[config.mk]
export PLATFORM = sky130hd
export DESIGN_NAME = vcp_mailbox
export DESIGN_NICKNAME = d
export VERILOG_FILES = /design/src/rtl/vcp_mbox_pkg.sv /design/src/rtl/vcp_mbox_rstseq.sv /design/src/rtl/vcp_mbox_cmd.sv /design/src/rtl/vcp_mbox_regs.sv /design/src/rtl/vcp_mailbox.sv
export SDC_FILE = /design/constraint.sdc
export NUM_CORES = 1
export LEC_CHECK = 0
export BUFFER_PORTS_ARGS = -buffer_cell sky130_fd_sc_hd__clkbuf_2
export CAP_MARGIN = 20
export CELL_PAD_IN_SITES_DETAIL_PLACEMENT = 1
export CELL_PAD_IN_SITES_GLOBAL_PLACEMENT = 2
export CORE_ASPECT_RATIO = 0.9
export CORE_UTILIZATION = 35
export DETAILED_ROUTE_END_ITERATION = 16
export GPL_TIMING_DRIVEN = 1
export PLACE_DENSITY_LB_ADDON = 0.1
export SLEW_MARGIN = 15
export SYNTH_ARGS = -nofsm -noshare
export SYNTH_HDL_FRONTEND = slang
export SYNTH_SLANG_ARGS = --single-unit
[constraint.sdc]
create_clock -name clk -period 3.2 [get_ports clk]
set_input_delay 0.48 -clock clk [delete_from_list [all_inputs] [get_ports clk]]
set_output_delay 0.48 -clock clk [all_outputs]
set_load 0.005 [all_outputs]
[src/rtl/vcp_mbox_pkg.sv]
package vcp_mbox_pkg;

  localparam int unsigned DW = 32;

  // word indices (byte offset / 4); the host software depends on these
  localparam int unsigned W_IRQ_CORE  = 0;
  localparam int unsigned W_HOST_INFO = 1;
  localparam int unsigned W_IRQ_HOST  = 2;
  localparam int unsigned W_CORE_INFO = 3;
  localparam int unsigned W_SWRST     = 4;
  localparam int unsigned W_BOOT1     = 5;
  localparam int unsigned W_BOOT2     = 6;
  localparam int unsigned W_GP_STAT   = 7;
  localparam int unsigned W_NEXT      = 8;
  localparam int unsigned W_CUR       = 9;
  localparam int unsigned W_SYNC      = 10;

  // bit positions
  localparam int unsigned B_FULL_RST  = 0;
  localparam int unsigned B_CORE_RST  = 1;
  localparam int unsigned B_RST_DONE  = 0;
  localparam int unsigned B_IDLE_AUTH = 2;
  localparam int unsigned B_FETCH     = 1;
  localparam int unsigned B_READY     = 15;
  localparam int unsigned B_PROC      = 14;
  localparam int unsigned B_INITQ     = 13;

  typedef enum logic [1:0] {
    SYNC_HW   = 2'd0,
    SYNC_SWC  = 2'd1,
    SYNC_RSV  = 2'd2,
    SYNC_HOLD = 2'd3
  } sync_mode_e;

endpackage

[src/rtl/vcp_mbox_rstseq.sv]
module vcp_mbox_rstseq #(
  parameter int unsigned RST_CYCLES = 16
) (
  input  logic clk,
  input  logic rst,
  input  logic full_req,
  input  logic core_req,
  output logic full_busy,
  output logic core_rst,
  output logic rst_done
);
  localparam int unsigned CW = $clog2(RST_CYCLES + 1);

  logic [CW-1:0] cnt_q;
  logic          kind_full_q;

  always_ff @(posedge clk) begin
    if (rst) begin
      cnt_q       <= '0;
      kind_full_q <= 1'b0;
      rst_done    <= 1'b0;
    end else if (full_req) begin
      cnt_q       <= CW'(RST_CYCLES);
      kind_full_q <= 1'b1;
      rst_done    <= 1'b0;
    end else if (core_req && cnt_q == '0) begin
      cnt_q       <= CW'(RST_CYCLES);
      kind_full_q <= 1'b0;
    end else if (cnt_q != '0) begin
      cnt_q <= cnt_q - 1'b1;
      if (cnt_q == CW'(1) && kind_full_q) rst_done <= 1'b1;
    end
  end

  assign core_rst  = (cnt_q != '0);
  assign full_busy = (cnt_q != '0) && kind_full_q;

  a_r2_full_clears_done: assert property (@(posedge clk) disable iff (rst)
    full_req |=> (!rst_done && core_rst));

  a_r3_core_keeps_done: assert property (@(posedge clk) disable iff (rst)
    (core_req && !full_req && !core_rst) |=> (rst_done == $past(rst_done)));

endmodule

[src/rtl/vcp_mbox_cmd.sv]
module vcp_mbox_cmd
  import vcp_mbox_pkg::*;
#(
  parameter int unsigned PTR_W = 32
) (
  input  logic             clk,
  input  logic             rst,
  input  logic             clear,
  input  logic             core_clear,
  input  logic             next_wr,
  input  logic [PTR_W-1:0] wdata,
  input  logic             hw_sync,
  input  sync_mode_e       mode,
  input  logic             core_done,
  output logic [PTR_W-1:0] next_q,
  output logic [PTR_W-1:0] cur_q,
  output logic             busy_q,
  output logic             start_q
);
  logic             hw_take, sw_take, promote;
  logic [PTR_W-1:0] cand;

  always_comb begin
    hw_take = hw_sync && (mode == SYNC_HW);
    sw_take = next_wr && (mode == SYNC_SWC);
    cand    = sw_take ? wdata : next_q;
    promote = (hw_take || sw_take) && (cand != '0);
  end

  always_ff @(posedge clk) begin
    if (rst || clear) begin
      next_q  <= '0;
      cur_q   <= '0;
      busy_q  <= 1'b0;
      start_q <= 1'b0;
    end else begin
      start_q <= promote;
      if (next_wr) next_q <= wdata;
      if (promote) begin
        cur_q  <= cand;
        busy_q <= 1'b1;
      end else if (core_done || core_clear) begin
        busy_q <= 1'b0;
      end
    end
  end

  a_r6_cur_hold: assert property (@(posedge clk) disable iff (rst)
    (!(hw_sync && mode == SYNC_HW) && !(next_wr && mode == SYNC_SWC) && !clear)
      |=> $stable(cur_q));

  a_r5_start_nonzero: assert property (@(posedge clk) disable iff (rst)
    start_q |-> (cur_q != '0));

  a_r5_next_kept: assert property (@(posedge clk) disable iff (rst)
    (!next_wr && !clear) |=> $stable(next_q));

endmodule

[src/rtl/vcp_mbox_regs.sv]
module vcp_mbox_regs
  import vcp_mbox_pkg::*;
#(
  parameter int unsigned ADDR_W = 4
) (
  input  logic              clk,
  input  logic              rst,
  input  logic              wr_en,
  input  logic              rd_en,
  input  logic [ADDR_W-1:0] addr,
  input  logic [DW-1:0]     wdata,
  output logic [DW-1:0]     rdata,
  input  logic              full_busy,
  input  logic              core_rst,
  input  logic              rst_done,
  input  logic [DW-1:0]     next_q,
  input  logic [DW-1:0]     cur_q,
  input  logic              busy,
  input  logic              initq,
  output logic              full_req,
  output logic              core_req,
  output logic              next_wr,
  output sync_mode_e        mode_q,
  output logic              idle_auth_q,
  output logic              fetch_en_q
);
  logic          wr_ok;
  logic [DW-1:0] rd_mux;

  assign wr_ok    = wr_en && !full_busy;
  assign full_req = wr_ok && (addr == ADDR_W'(W_SWRST)) && wdata[B_FULL_RST];
  assign core_req = wr_ok && (addr == ADDR_W'(W_SWRST)) && wdata[B_CORE_RST]
                    && !wdata[B_FULL_RST];
  assign next_wr  = wr_ok && (addr == ADDR_W'(W_NEXT));

  always_ff @(posedge clk) begin
    if (rst) begin
      mode_q      <= SYNC_HW;
      idle_auth_q <= 1'b0;
      fetch_en_q  <= 1'b0;
    end else if (full_req) begin
      idle_auth_q <= 1'b0;
      fetch_en_q  <= 1'b0;
    end else if (wr_ok) begin
      if (addr == ADDR_W'(W_BOOT1)) idle_auth_q <= wdata[B_IDLE_AUTH];
      if (addr == ADDR_W'(W_BOOT2)) fetch_en_q  <= wdata[B_FETCH];
      if (addr == ADDR_W'(W_SYNC))  mode_q      <= sync_mode_e'(wdata[1:0]);
    end
  end

  always_comb begin
    rd_mux = '0;
    if (addr == ADDR_W'(W_CORE_INFO)) begin
      rd_mux[B_READY] = fetch_en_q && !busy && !core_rst;
      rd_mux[B_PROC]  = busy;
      rd_mux[B_INITQ] = initq;
    end else if (addr == ADDR_W'(W_BOOT1)) begin
      rd_mux[B_RST_DONE]  = rst_done;
      rd_mux[B_IDLE_AUTH] = idle_auth_q;
    end else if (addr == ADDR_W'(W_BOOT2)) begin
      rd_mux[B_FETCH] = fetch_en_q;
    end else if (addr == ADDR_W'(W_NEXT)) begin
      rd_mux = next_q;
    end else if (addr == ADDR_W'(W_CUR)) begin
      rd_mux = cur_q;
    end else if (addr == ADDR_W'(W_SYNC)) begin
      rd_mux[1:0] = mode_q;
    end
  end

  always_ff @(posedge clk) begin
    if (rst)        rdata <= '0;
    else if (rd_en) rdata <= rd_mux;
  end

  a_r4_fetch_write: assert property (@(posedge clk) disable iff (rst)
    (wr_ok && addr == ADDR_W'(W_BOOT2)) |=> (fetch_en_q == $past(wdata[B_FETCH])));

  a_r2_writes_blocked: assert property (@(posedge clk) disable iff (rst)
    (full_busy && !wr_ok) |=> ($stable(mode_q) && $stable(idle_auth_q)));

endmodule

[src/rtl/vcp_mailbox.sv]
module vcp_mailbox
  import vcp_mbox_pkg::*;
#(
  parameter int unsigned ADDR_W     = 4,
  parameter int unsigned RST_CYCLES = 16
) (
  input  logic              clk,
  input  logic              rst,
  input  logic              bus_wr_en,
  input  logic              bus_rd_en,
  input  logic [ADDR_W-1:0] bus_addr,
  input  logic [31:0]       bus_wdata,
  output logic [31:0]       bus_rdata,
  input  logic              hw_vsync_i,
  input  logic              core_done_i,
  input  logic              core_initq_i,
  output logic [31:0]       cmd_ptr_o,
  output logic              cmd_start_o,
  output logic              core_rst_o,
  output logic              core_fetch_en_o,
  output logic              core_idle_auth_o
);
  logic          full_req, core_req, next_wr, full_busy, core_rst, rst_done;
  logic          busy;
  logic [DW-1:0] next_q, cur_q;
  sync_mode_e    mode_q;

  vcp_mbox_regs #(.ADDR_W(ADDR_W)) regs_i (
    .clk(clk), .rst(rst), .wr_en(bus_wr_en), .rd_en(bus_rd_en),
    .addr(bus_addr), .wdata(bus_wdata), .rdata(bus_rdata),
    .full_busy(full_busy), .core_rst(core_rst), .rst_done(rst_done),
    .next_q(next_q), .cur_q(cur_q), .busy(busy), .initq(core_initq_i),
    .full_req(full_req), .core_req(core_req), .next_wr(next_wr),
    .mode_q(mode_q), .idle_auth_q(core_idle_auth_o), .fetch_en_q(core_fetch_en_o)
  );

  vcp_mbox_rstseq #(.RST_CYCLES(RST_CYCLES)) rstseq_i (
    .clk(clk), .rst(rst), .full_req(full_req), .core_req(core_req),
    .full_busy(full_busy), .core_rst(core_rst), .rst_done(rst_done)
  );

  vcp_mbox_cmd #(.PTR_W(DW)) cmd_i (
    .clk(clk), .rst(rst), .clear(full_req), .core_clear(core_req),
    .next_wr(next_wr), .wdata(bus_wdata), .hw_sync(hw_vsync_i),
    .mode(mode_q), .core_done(core_done_i), .next_q(next_q),
    .cur_q(cur_q), .busy_q(busy), .start_q(cmd_start_o)
  );

  assign cmd_ptr_o  = cur_q;
  assign core_rst_o = core_rst;

  a_r2_full_zeroes_ptr: assert property (@(posedge clk) disable iff (rst)
    (bus_wr_en && !full_busy && bus_addr == ADDR_W'(W_SWRST) && bus_wdata[B_FULL_RST])
      |=> (cmd_ptr_o == '0 && !core_fetch_en_o && !cmd_start_o));

endmodule

* Word-level counts from Yosys, hierarchy flattened *
Cells that the tools add are included.

operators by class
  equality and inequality tests = 9
  add/sub/neg operators = 1
  reductions and logical operators = 34
  multiplexer cells = 22
  bitwise operators = 2

operator list
  cell                                                 count
  two-way mux 32 bit                                   2
  two-way mux 30 bit                                   2
  nonzero test 32 bit                                  1
  two-way mux 29 bit                                   1
  two-way mux 16 bit                                   1
  two-way mux 5 bit                                    3
  logical AND 1 bit                                    14
  two-way mux 13 bit                                   1
  equality test 4 x 3 -> 1 bit, second input constant  3
  equality test 4 bit, second input constant           3
  two-way mux 1 bit                                    9
  AND reduction 3 bit                                  2
  equality test 5 x 1 -> 1 bit, second input constant  1
  logical NOT 5 bit                                    1
  nonzero test 5 bit                                   1
  subtractor 5 x 1 -> 5 bit, second input constant     1
  equality test 4 x 2 -> 1 bit, second input constant  1
  logical NOT 1 bit                                    4
  two-way mux 2 bit                                    2
  AND reduction 2 bit                                  2
  nonzero test 2 bit                                   2
  logical OR 1 bit                                     3
  two-way mux 3 bit                                    1
  nonzero test 3 bit                                   1
  5 further kinds                                      6

storage, ports and cells
  word-level logic and storage cells = 80
  register bits = 109
  input port bits = 43

* Longest topological paths before layout *
Gate-level depths: netlist of the first run.

  word-level depth = 10
  mapped depth = 10

* Cells and area by module *
Synthesis of the first run repeated with hierarchy kept, for this count alone.

second synthesis, totals
  cell total of the unflattened synthesis = 509
  area, all modules = 5180.0 um^2

by module, submodules not included
  module           cells an instance  area an instance (um^2)  times used
  vcp_mbox_cmd     283                2962.8                   1
  vcp_mbox_regs    191                1875.5                   1
  vcp_mbox_rstseq  35                 341.6                    1

* Least setup slack after synthesis of the first run *
No wires, ideal clock.

  path type = input -> register
  from = in bus_addr[0]
  to = reg cmd_i.cur_q[10]
  data required time = 3.128 ns
  cell stages on the path = 9
  path buffers = 4
  arrival time = 2.157 ns
  setup slack = 0.971 ns
  library setup time = 0.072 ns
  path through = buf_2 -> nor4b_4 -> o2111a_1 -> buf_4 -> o32ai_1 -> a211oi_1 -> buf_4 -> buf_6 -> mux2i_1

between the ends
  longest elaborated chain between the ends = 6

ends and longest elaborated chain
  what                    line                 source
  start: declaration      vcp_mailbox.sv:11    input logic [ADDR_W-1:0] bus_addr,
  equality test 4 bit     vcp_mbox_regs.sv:34  assign next_wr = wr_ok && (addr == ADDR_W'(W_NEXT));
  logical AND 1 bit       vcp_mbox_regs.sv:34
  logical AND 1 bit       vcp_mbox_cmd.sv:25   sw_take = next_wr && (mode == SYNC_SWC);
  two-way mux 32 bit      vcp_mbox_cmd.sv:26   cand = sw_take ? wdata : next_q;
  nonzero test 32 bit     vcp_mbox_cmd.sv:27   promote = (hw_take || sw_take) && (cand != '0);
  logical AND 1 bit       vcp_mbox_cmd.sv:27
  end signal: assignment  vcp_mbox_cmd.sv:40   cur_q <= cand;
  end: declaration        vcp_mbox_cmd.sv:16   output logic [PTR_W-1:0] cur_q,

Parallel ways exist; a longest one is shown, timed or not.
A chain may end at the register's enable or synchronous reset.

* Worst setup path after layout of the first run *
  from = reg rstseq_i.cnt_q[0]
  to = reg cmd_i.cur_q[14]

between the ends
  longest elaborated chain between the ends = 9

ends and longest elaborated chain
  what                      line                   source
  start: declaration        vcp_mbox_rstseq.sv:14  logic [CW-1:0] cnt_q;
  start signal: assignment  vcp_mbox_rstseq.sv:23  cnt_q <= CW'(RST_CYCLES);
  start signal: assignment  vcp_mbox_rstseq.sv:27  cnt_q <= CW'(RST_CYCLES);
  start signal: assignment  vcp_mbox_rstseq.sv:30  cnt_q <= cnt_q - 1'b1;
  nonzero test 5 bit *      vcp_mbox_rstseq.sv:36  assign full_busy = (cnt_q != '0) && kind_full_q;
  logical AND 1 bit *       vcp_mbox_rstseq.sv:36
  logical NOT 1 bit *       vcp_mbox_regs.sv:30    assign wr_ok = wr_en && !full_busy;
  logical AND 1 bit *       vcp_mbox_regs.sv:30
  logical AND 1 bit         vcp_mbox_regs.sv:34
  logical AND 1 bit         vcp_mbox_cmd.sv:25
  two-way mux 32 bit        vcp_mbox_cmd.sv:26
  nonzero test 32 bit       vcp_mbox_cmd.sv:27
  logical AND 1 bit         vcp_mbox_cmd.sv:27

Mark *: on every way between the ends. The rest lies on a longest branch, timed or not.

==> impl_results.html, run 1 <==
<table>
<tr><th>Metric</th><th>Value</th></tr>
<tr><th colspan="2">Status</th></tr>
<tr><td>Outcome</td><td>finished, final reports clean</td></tr>
<tr><th colspan="2">Synthesis</th></tr>
<tr><td>Post-synth EDFFs</td><td>0</td></tr>
<tr><td>Number of nets produced by synthesis</td><td>approximately 630</td></tr>
<tr><td>Fraction of synthesized cell area taken by the top area cell type</td><td>0.4301</td></tr>
<tr><td>Async set-reset flop share out of synthesis</td><td>0</td></tr>
<tr><td>Seq/Total Area, Yosys</td><td>0.4301</td></tr>
<tr><td>Area of the mapped netlist</td><td>just over 5000 um2</td></tr>
<tr><td>Number of standard cells after synthesis</td><td>around 580</td></tr>
<tr><td>Yosys top cell by area</td><td>sky130_fd_sc_hd__dfxtp_1</td></tr>
<tr><td>Synth warn</td><td>0</td></tr>
<tr><td>Most numerous cell in the Yosys netlist</td><td>sky130_fd_sc_hd__nand2_1</td></tr>
<tr><td>Average cell area after synthesis</td><td>8.718 um2</td></tr>
<tr><td>Post-synth cell types</td><td>45</td></tr>
<tr><td>Main flop type after synthesis</td><td>sky130_fd_sc_hd__dfxtp_1</td></tr>
<tr><td>Dominant cells by area after synthesis</td><td>sky130_fd_sc_hd__dfxtp_1 43%, sky130_fd_sc_hd__nand2_1 10%, sky130_fd_sc_hd__mux2i_1 7.7%, sky130_fd_sc_hd__mux2_2 7.1%, sky130_fd_sc_hd__a2bb2oi_1 4.5%</td></tr>
<tr><td>Top post-synthesis cells by count</td><td>136 x sky130_fd_sc_hd__nand2_1, 109 x sky130_fd_sc_hd__dfxtp_1, 45 x sky130_fd_sc_hd__nor2_1, 39 x sky130_fd_sc_hd__mux2i_1, 36 x sky130_fd_sc_hd__a21oi_1</td></tr>
<tr><td>#FFs+latches synth</td><td>~110</td></tr>
<tr><th colspan="2">GRT</th></tr>
<tr><td>Number of global-route vias before repair</td><td>about 4600</td></tr>
<tr><td>Initial antenna violation count</td><td>0</td></tr>
<tr><td>Pin count of the biggest net entering global routing</td><td>67</td></tr>
<tr><td>Overflow left after global routing</td><td>0</td></tr>
<tr><td>Wire length of the first global-routing pass</td><td>26010 um</td></tr>
<tr><td>Global router's overall resource usage</td><td>0.2312</td></tr>
<tr><th colspan="2">Power and ir drop</th></tr>
<tr><td>Cell internal pwr</td><td>2.156 mW</td></tr>
<tr><td>Switching part of the total</td><td>0.2794</td></tr>
<tr><td>Total power per unit cell area</td><td>just under 500 nW/um2</td></tr>
<tr><td>Highest ir drop seen on vdd</td><td>~230 uV</td></tr>
<tr><td>Seq pwr share</td><td>0.483</td></tr>
<tr><td>Clock Power Share</td><td>0.347</td></tr>
<tr><td>Static leakage</td><td>2.380 nW</td></tr>
<tr><td>Net switching power</td><td>~0.84 mW</td></tr>
<tr><td>Proportion of power drawn by combinational gates</td><td>0.170</td></tr>
<tr><th colspan="2">Floorplan</th></tr>
<tr><td>Placeable Area</td><td>about 14000 um2</td></tr>
<tr><td>Core Rows</td><td>41</td></tr>
<tr><td>Starting Density</td><td>0.3596</td></tr>
<tr><td>IO Pins</td><td>about 110</td></tr>
<tr><td>Vertical extent of the die</td><td>116.2 um</td></tr>
<tr><td>Chip Width</td><td>around 130 um</td></tr>
<tr><td>Die area</td><td>14980 um2</td></tr>
<tr><th colspan="2">Flow run</th></tr>
<tr><td>Max capacitance violation total</td><td>0</td></tr>
<tr><th colspan="2">Worst setup path</th></tr>
<tr><td>CP Launch Type</td><td>flop</td></tr>
<tr><td>Endpoint required time on the critical path</td><td>~3.5 ns</td></tr>
<tr><td>Worst setup startpoint</td><td>rstseq_i.cnt_q[0]</td></tr>
<tr><td>Category of the most critical setup path</td><td>flop to flop</td></tr>
<tr><td>Startpoint of the worst-slack reg-to-reg timing path</td><td>rstseq_i.cnt_q[0]</td></tr>
<tr><td>Peak fanout along the critical path</td><td>33</td></tr>
<tr><td>Endpoint type of the worst setup path</td><td>flop</td></tr>
<tr><td>Data arrival time of the critical path</td><td>2.85 ns</td></tr>
<tr><th colspan="2">Placement</th></tr>
<tr><td>Worst setup slack after placement</td><td>~0.67 ns</td></tr>
<tr><td>Final RePlAce weighted congestion</td><td>around 0.76</td></tr>
<tr><td>DPL Wire Length</td><td>roughly 12000 um</td></tr>
<tr><td>Port Buf Inserts</td><td>110</td></tr>
<tr><th colspan="2">CTS</th></tr>
<tr><td>Buffer depth of the longest clock path</td><td>2</td></tr>
<tr><td>Buffer type at the clock tree root</td><td>sky130_fd_sc_hd__clkbuf_16</td></tr>
<tr><td>Clock-pin slew of the registers on the worst-case setup and hold paths</td><td>0.07 ns</td></tr>
<tr><td># clock sinks</td><td>around 110</td></tr>
<tr><td>CTS tree</td><td>built</td></tr>
<tr><td>Post-CTS setup buffer count</td><td>0</td></tr>
<tr><td>TritonCTS buffer count</td><td>9</td></tr>
<tr><td>Count of hold-fix buffers inserted at cts</td><td>0</td></tr>
<tr><td>Post-cts resize count</td><td>0</td></tr>
<tr><td>Number of H-tree branching levels</td><td>3</td></tr>
<tr><td>Later-pin clock latency in the skew report</td><td>~0.35 ns</td></tr>
<tr><th colspan="2">Hold path</th></tr>
<tr><td>Hold Crit Start</td><td>bus_wdata[23]</td></tr>
<tr><td>Type of the most critical hold path</td><td>primary input to flop</td></tr>
<tr><th colspan="2">Drt</th></tr>
<tr><td>Detail Route Antenna Nets</td><td>0</td></tr>
<tr><td>Wire per inst</td><td>~19 um</td></tr>
<tr><td>Count of vias placed by the detailed router</td><td>between 4000 and 5000</td></tr>
<tr><td>Detailed-router iteration count before antenna repair</td><td>5</td></tr>
<tr><td>Routed WL</td><td>~17000 um</td></tr>
<tr><td>1st-iter DRT viols</td><td>264</td></tr>
<tr><td>Number of remaining DRC errors</td><td>0</td></tr>
<tr><td>Number of vias per cell after detailed routing</td><td>about 5.3</td></tr>
<tr><th colspan="2">Timing</th></tr>
<tr><td>Achievable Freq</td><td>a little under 0.4 GHz</td></tr>
<tr><td>Final setup viols</td><td>0</td></tr>
<tr><td>Count of final max-slew check failures</td><td>0</td></tr>
<tr><td>Slew of the pin with the lowest slew margin</td><td>about 0.8 ns</td></tr>
<tr><td>Aggregate negative setup slack</td><td>0 ns</td></tr>
<tr><td>Unrepaired setup endpoints after global routing</td><td>false</td></tr>
<tr><td>Worst slew margin relative to its limit</td><td>0.4642</td></tr>
<tr><td>Final clock skew</td><td>~0.008 ns</td></tr>
<tr><td>Final hold violation count</td><td>0</td></tr>
<tr><td>Shortest period the worst path allows</td><td>around 2.6 ns</td></tr>
<tr><td>Final critical-path share of the clock period</td><td>0.8043</td></tr>
<tr><td>Fin worst setup slack</td><td>~0.63 ns</td></tr>
<tr><th colspan="2">Layout</th></tr>
<tr><td>Sequential cell area in the final layout</td><td>2182 um2</td></tr>
<tr><td>Post-synthesis to final-layout area growth</td><td>19.98%</td></tr>
<tr><td>Area of the multi-input gates</td><td>2673 um2</td></tr>
<tr><td>Filler cell count in the final layout</td><td>between 1500 and 2000</td></tr>
<tr><td>Fraction of layout instances using a drive strength above 1</td><td>0.2640</td></tr>
<tr><td># nets final</td><td>720</td></tr>
<tr><td>Count of antenna diodes in the layout</td><td>0</td></tr>
</table>
==> state kept, by name, summed over array words and instances (netlist names) <==
| register | flops |
|---|---|
| regs_i.idle_auth_q | 1 |
| rstseq_i.cnt_q | 5 |
| cmd_i.busy_q | 1 |
| regs_i.mode_q | 2 |
| regs_i.fetch_en_q | 1 |
| cmd_i.next_q | 32 |
| regs_i.rdata | 32 |
| cmd_i.cur_q | 32 |
| rstseq_i.rst_done | 1 |
| rstseq_i.kind_full_q | 1 |
| cmd_i.start_q | 1 |
==> metal layers <==
metal  global-route usage  share of wire  vias to the layer above
li1                     -              -                     2238
met1               0.2985           0.47                     2251
met2               0.3917           0.47                      100
met3              0.05222          0.048                       12
met4              0.05725          0.011                        0
met5                    0              0                        -
==> kinds of logic after synthesis <==
logic type,share of synthesized area
buffers and inverters,0.04833
AND/OR/NAND/NOR,0.2002
AO/OA/AOI/OAI,0.1642
XOR/XNOR,0.001727
multiplexers,0.1480
adder cells (fa/ha/maj),0.007399
flip-flops,0.4301
==> power by group through the flow <==
stage / clock network [mW] / logic, mW / registers [mW]
6_report: 1.04 / 0.509 / 1.44
3_3_place_gp: 0 / 0.498 / 1.47
5_1_grt: 1.13 / 0.559 / 1.45
2_1_floorplan: 0 / 0.335 / 1.46
3_5_place_dp: 0 / 0.510 / 1.48
4_1_cts: 1.08 / 0.514 / 1.44
==> per-stage QoR <==
stage | std cells | power (mW) | instance area (um2) | hold slack [ns] | utilization
2_1_floorplan | 582 | 1.798 | 5074 | 0.4403 | -
3_3_place_gp | 856 | 1.970 | 5826 | 0.4591 | 0.4129
3_5_place_dp | 856 | 1.986 | 5826 | 0.4716 | 0.4129
4_1_cts | 871 | 3.042 | 6087 | 0.3620 | 0.4315
5_1_grt | 871 | 3.143 | 6087 | 0.3762 | 0.4315
6_report | 871 | 2.992 | 6087 | 0.3861 | 0.4315
==> critical path: stages, from the launching register on <==
cell and delay (ns):
sky130_fd_sc_hd__dfxtp_1 0.38, sky130_fd_sc_hd__inv_1 0.09, sky130_fd_sc_hd__ha_1 0.24, sky130_fd_sc_hd__nor4b_4 0.16, sky130_fd_sc_hd__o2111a_1 0.25, sky130_fd_sc_hd__buf_4 0.28
sky130_fd_sc_hd__a211oi_4 0.56, sky130_fd_sc_hd__buf_4 0.30, sky130_fd_sc_hd__mux2i_1 0.21
==> final cells by class <==
cell class | count | share of cell area
multi-input cells | 419 | 0.4391
flip-flops and latches | 109 | 0.3585
repair buffers | 126 | 0.1143
clock buffers | 14 | 0.04173
well taps | 193 | 0.03967
inverters | 9 | 0.005550
clock inverters | 1 | 0.001233
==> cell usage in the layout, fill, tap and decap left out, drive strengths merged, types with 2 or more instances in the layout <==
master     n
nor4b      3
o21ai      2
mux2      32
a22oi     28
mux2i     39
ha         3
buf       16
a222oi     2
and2       2
a2bb2oi   26
clkbuf   124
nand2    136
a211oi     5
inv        9
nor4      16
nand2b     2
o2111a     2
dfxtp    109
nor2      45
nor2b      8
a21oi     36
a221oi     2
nand4      7
nand3      3
nor3       5
==> worst paths after layout <==
kind	end	slack [ns]	depth (start not counted)
setup / recovery	cmd_i.cur_q[14]	0.63	8
hold / removal	cmd_i.next_q[23]	0.39	3
setup reg to reg	cmd_i.cur_q[14]	0.63	8
hold reg to reg	cmd_i.cur_q[15]	0.48	2
No activity file was read; power rests on OpenSTA's default activity.
==> run 2, diff against run 1 <==
CORE_UTILIZATION = 32   (was 35)
clock period = 2.6 ns   (was 3.2 ns; I/O delays follow)
==> run 2 against run 1 <==
  * Clock-buffer cell count shrank 4
  * Setup slack lost 0.40 ns
  * Fmax grew 8.4%
  * Largest power group unchanged
  * Via count grew 0.13%
  * Utilization shrank 3.0 points
  * Hold slack lost 0.11 ns
  * Combinational power grew 25%
  * Sequential power grew 24%
  * Clock power grew 51%
  * Cell area grew 2.0%
  * Clock skew grew 0.0019 ns
  * Critical path depth is the same
==> impl_results.html, run 2 (synthesis gave the netlist of run 1 again) <==
<table>
<tr><th>Metric</th><th>Value</th></tr>
<tr><th colspan="2">GRT</th></tr>
<tr><td>Overflow left after global routing</td><td>0 (unchanged)</td></tr>
<tr><td>Number of global-route vias before repair</td><td>4686 (+1.0%)</td></tr>
<tr><td>Wire length of the first global-routing pass</td><td>26430 um (+1.6%)</td></tr>
<tr><td>Initial antenna violation count</td><td>0 (unchanged)</td></tr>
<tr><td>Pin count of the biggest net entering global routing</td><td>46 (-31%)</td></tr>
<tr><td>Global router's overall resource usage</td><td>0.2138 (-0.01736)</td></tr>
<tr><th colspan="2">Worst setup path</th></tr>
<tr><td>Startpoint of the worst-slack reg-to-reg timing path</td><td>rstseq_i.cnt_q[1]</td></tr>
<tr><td>Endpoint required time on the critical path</td><td>2.88 ns (-0.59 ns)</td></tr>
<tr><td>Stages on the worst setup path</td><td>8 (unchanged)</td></tr>
<tr><td>Category of the most critical setup path</td><td>flop to flop</td></tr>
<tr><td>Ordered list of cells on the worst path</td><td>inv_1 -&gt; ha_1 -&gt; nor4b_4 -&gt; o2111a_1 -&gt; o32ai_1 -&gt; a211oi_4 -&gt; buf_12 -&gt; mux2i_1</td></tr>
<tr><td>Data arrival time of the critical path</td><td>2.66 ns (-0.19 ns)</td></tr>
<tr><td>Top cell family by delay on the critical path</td><td>compound AO/OA/AOI/OAI gates</td></tr>
<tr><td>End of the worst register-to-register path</td><td>cmd_i.cur_q[19]</td></tr>
<tr><td>Depth of the most critical reg-to-reg path</td><td>8 (unchanged)</td></tr>
<tr><td>Longest individual stage delay on the worst path</td><td>0.40 ns (-0.16 ns)</td></tr>
<tr><td>Master of the slowest instance on the critical path</td><td>sky130_fd_sc_hd__nor4b_4</td></tr>
<tr><td>Peak fanout along the critical path</td><td>23 (-30%)</td></tr>
<tr><td>Endpoint type of the worst setup path</td><td>flop</td></tr>
<tr><td>Worst Path Buf+Inv</td><td>2 (-1)</td></tr>
<tr><td>Slack of the worst reg-to-reg path</td><td>0.23 ns (-0.40 ns)</td></tr>
<tr><td>CP Launch Type</td><td>flop</td></tr>
<tr><th colspan="2">Timing</th></tr>
<tr><td>Unrepaired setup endpoints after global routing</td><td>false</td></tr>
<tr><td>Final setup viols</td><td>0 (unchanged)</td></tr>
<tr><td>Aggregate negative setup slack</td><td>0 ns (unchanged)</td></tr>
<tr><td>Final hold violation count</td><td>0 (unchanged)</td></tr>
<tr><td>Achievable Freq</td><td>0.4212 GHz (+8.4%)</td></tr>
<tr><td>Final critical-path share of the clock period</td><td>0.9131 (+0.1087)</td></tr>
<tr><td>Worst slew margin relative to its limit</td><td>0.5661 (+0.1020)</td></tr>
<tr><td>Final clock skew</td><td>0.009705 ns (+0.001931 ns)</td></tr>
<tr><td>Slew of the pin with the lowest slew margin</td><td>0.6499 ns (-0.1503 ns)</td></tr>
<tr><td>Shortest period the worst path allows</td><td>2.374 ns (-0.1999 ns)</td></tr>
<tr><td>Count of final max-slew check failures</td><td>0 (unchanged)</td></tr>
<tr><th colspan="2">Placement</th></tr>
<tr><td>Port Buf Inserts</td><td>110 (unchanged)</td></tr>
<tr><td>Final RePlAce weighted congestion</td><td>0.7555 (-1.2%)</td></tr>
<tr><td>DPL Wire Length</td><td>11890 um (+2.1%)</td></tr>
<tr><th colspan="2">Hold path</th></tr>
<tr><td>Type of the most critical hold path</td><td>primary input to flop</td></tr>
<tr><td>Number of cells traversed by the worst hold path</td><td>3 (unchanged)</td></tr>
<tr><td>Worst hold path endpoint</td><td>cmd_i.next_q[21]</td></tr>
<tr><td>Hold Crit Start</td><td>bus_wdata[21]</td></tr>
<tr><th colspan="2">Power and ir drop</th></tr>
<tr><td>Switching part of the total</td><td>0.2808 (+0.001367)</td></tr>
<tr><td>Highest ir drop seen on vdd</td><td>360.3 uV (+54%)</td></tr>
<tr><td>Total power per unit cell area</td><td>641.3 nW/um2 (+30%)</td></tr>
<tr><td>Seq pwr share</td><td>0.446 (-0.037)</td></tr>
<tr><td>Static leakage</td><td>2.434 nW (+2.3%)</td></tr>
<tr><td>Cell internal pwr</td><td>2.862 mW (+33%)</td></tr>
<tr><td>Clock Power Share</td><td>0.394 (+0.047)</td></tr>
<tr><td>Proportion of power drawn by combinational gates</td><td>0.160 (-0.010)</td></tr>
<tr><td>Net switching power</td><td>1.117 mW (+34%)</td></tr>
<tr><th colspan="2">CTS</th></tr>
<tr><td>Buffer depth of the longest clock path</td><td>2 (unchanged)</td></tr>
<tr><td>Count of hold-fix buffers inserted at cts</td><td>0 (unchanged)</td></tr>
<tr><td>Number of H-tree branching levels</td><td>3 (unchanged)</td></tr>
<tr><td>Later-pin clock latency in the skew report</td><td>0.36 ns (about the same)</td></tr>
<tr><td>Post-CTS setup buffer count</td><td>0 (unchanged)</td></tr>
<tr><td>Buffer type at the clock tree root</td><td>sky130_fd_sc_hd__clkbuf_16</td></tr>
<tr><td>TritonCTS buffer count</td><td>9 (unchanged)</td></tr>
<tr><td>Post-cts resize count</td><td>0 (unchanged)</td></tr>
<tr><td># clock sinks</td><td>109 (unchanged)</td></tr>
<tr><td>Clock-pin slew of the registers on the worst-case setup and hold paths</td><td>0.08 ns (about the same)</td></tr>
<tr><td>CTS tree</td><td>built</td></tr>
<tr><th colspan="2">Floorplan</th></tr>
<tr><td>IO Pins</td><td>111 (unchanged)</td></tr>
<tr><td>Die area</td><td>16360 um2 (+9.2%)</td></tr>
<tr><td>Core Rows</td><td>43 (+4.9%)</td></tr>
<tr><td>Vertical extent of the die</td><td>121.5 um (+4.5%)</td></tr>
<tr><td>Chip Width</td><td>134.7 um (+4.5%)</td></tr>
<tr><td>Starting Density</td><td>0.3286 (-0.03107)</td></tr>
<tr><td>Placeable Area</td><td>15440 um2 (+9.5%)</td></tr>
<tr><th colspan="2">Layout</th></tr>
<tr><td>Fraction of layout instances using a drive strength above 1</td><td>0.2742 (+0.01018)</td></tr>
<tr><td>Layout Utilization</td><td>0.4019 (-0.02957)</td></tr>
<tr><td>Most common library cell in the layout ignoring fill and taps</td><td>sky130_fd_sc_hd__nand2_1</td></tr>
<tr><td>Most frequent cells in the layout</td><td>136 x sky130_fd_sc_hd__nand2_1, 110 x sky130_fd_sc_hd__clkbuf_2, 109 x sky130_fd_sc_hd__dfxtp_1</td></tr>
<tr><td>Count of antenna diodes in the layout</td><td>0 (unchanged)</td></tr>
<tr><td># nets final</td><td>723 (+0.42%)</td></tr>
<tr><td>Post-synthesis to final-layout area growth</td><td>22.32%</td></tr>
<tr><td>Leading registers by flop count</td><td>cmd_i.cur_q (32), cmd_i.next_q (32), regs_i.rdata (32)</td></tr>
<tr><th colspan="2">Drt</th></tr>
<tr><td>Count of vias placed by the detailed router</td><td>4607 (+0.13%)</td></tr>
<tr><td>Wire per inst</td><td>18.99 um (-0.68%)</td></tr>
<tr><td>1st-iter DRT viols</td><td>208 (-21%)</td></tr>
<tr><td>Number of vias per cell after detailed routing</td><td>5.212 (-1.3%)</td></tr>
<tr><td>Detail Route Antenna Nets</td><td>0 (unchanged)</td></tr>
<tr><td>Routed WL</td><td>16790 um (+0.80%)</td></tr>
<tr><td>Number of remaining DRC errors</td><td>0 (unchanged)</td></tr>
<tr><td>Detailed-router iteration count before antenna repair</td><td>4 (-1)</td></tr>
<tr><th colspan="2">Status</th></tr>
<tr><td>Outcome</td><td>finished, final reports clean</td></tr>
<tr><th colspan="2">Flow run</th></tr>
<tr><td>Max capacitance violation total</td><td>0 (unchanged)</td></tr>
</table>
## run 2: per-layer routing
layer | wire, um | global-route usage
met2 | 8197 | 0.3589
met4 | 202 | 0.05899
met1 | 7779 | 0.2780
met3 | 610 | 0.04135
met5 | 0 | 0
## run 2: worst reg2reg max path, stage by stage, from the launching register on
cell	delay, ns
sky130_fd_sc_hd__dfxtp_1	0.33
sky130_fd_sc_hd__inv_1	0.12
sky130_fd_sc_hd__ha_1	0.22
sky130_fd_sc_hd__nor4b_4	0.40
sky130_fd_sc_hd__o2111a_1	0.28
sky130_fd_sc_hd__o32ai_1	0.14
sky130_fd_sc_hd__a211oi_4	0.29
sky130_fd_sc_hd__buf_12	0.26
sky130_fd_sc_hd__mux2i_1	0.26
## run 2: power groups by stage
stage	sequential (mW)	clock, mW	combinational, mW
2_1_floorplan	1.80	0	0.412
3_3_place_gp	1.81	0	0.623
3_5_place_dp	1.82	0	0.643
4_1_cts	1.78	1.62	0.645
5_1_grt	1.79	1.69	0.702
6_report	1.78	1.57	0.637
## run 2: cell type report
| cell class | instances | area [um2] |
|---|---|---|
| clock buffers | 10 | 239.0 |
| repair buffers | 129 | 730.7 |
| multi-input cells | 419 | 2673 |
| well taps | 202 | 252.7 |
| flip-flops and latches | 109 | 2182 |
| inverters | 9 | 33.78 |
| fillers | 1822 | 9235 |
| clock inverters | 6 | 95.09 |
## run 2: per-stage QoR
stage	worst slack (ns)	power, mW	instances	hold slack, ns	instance area (um2)
3_3_place_gp	0.3367	2.435	868	0.4612	5872
4_1_cts	0.1927	4.040	884	0.2689	6206
3_5_place_dp	0.2078	2.459	868	0.4680	5872
5_1_grt	0.01404	4.176	884	0.2742	6206
6_report	0.2260	3.980	884	0.2804	6206
2_1_floorplan	0.4441	2.213	582	0.4403	5074
## run 2: worst max path at each step
stage	slack, ns	end	from
after floorplan	0.44	cmd_i.cur_q[10]	rstseq_i.cnt_q[0]
after global placement	0.34	cmd_i.cur_q[6]	bus_addr[0]
after detailed placement	0.21	cmd_i.cur_q[19]	rstseq_i.cnt_q[1]
after CTS	0.19	cmd_i.cur_q[19]	rstseq_i.cnt_q[1]
after global routing	0.01	cmd_i.cur_q[9]	rstseq_i.cnt_q[0]
final	0.23	cmd_i.cur_q[19]	rstseq_i.cnt_q[1]
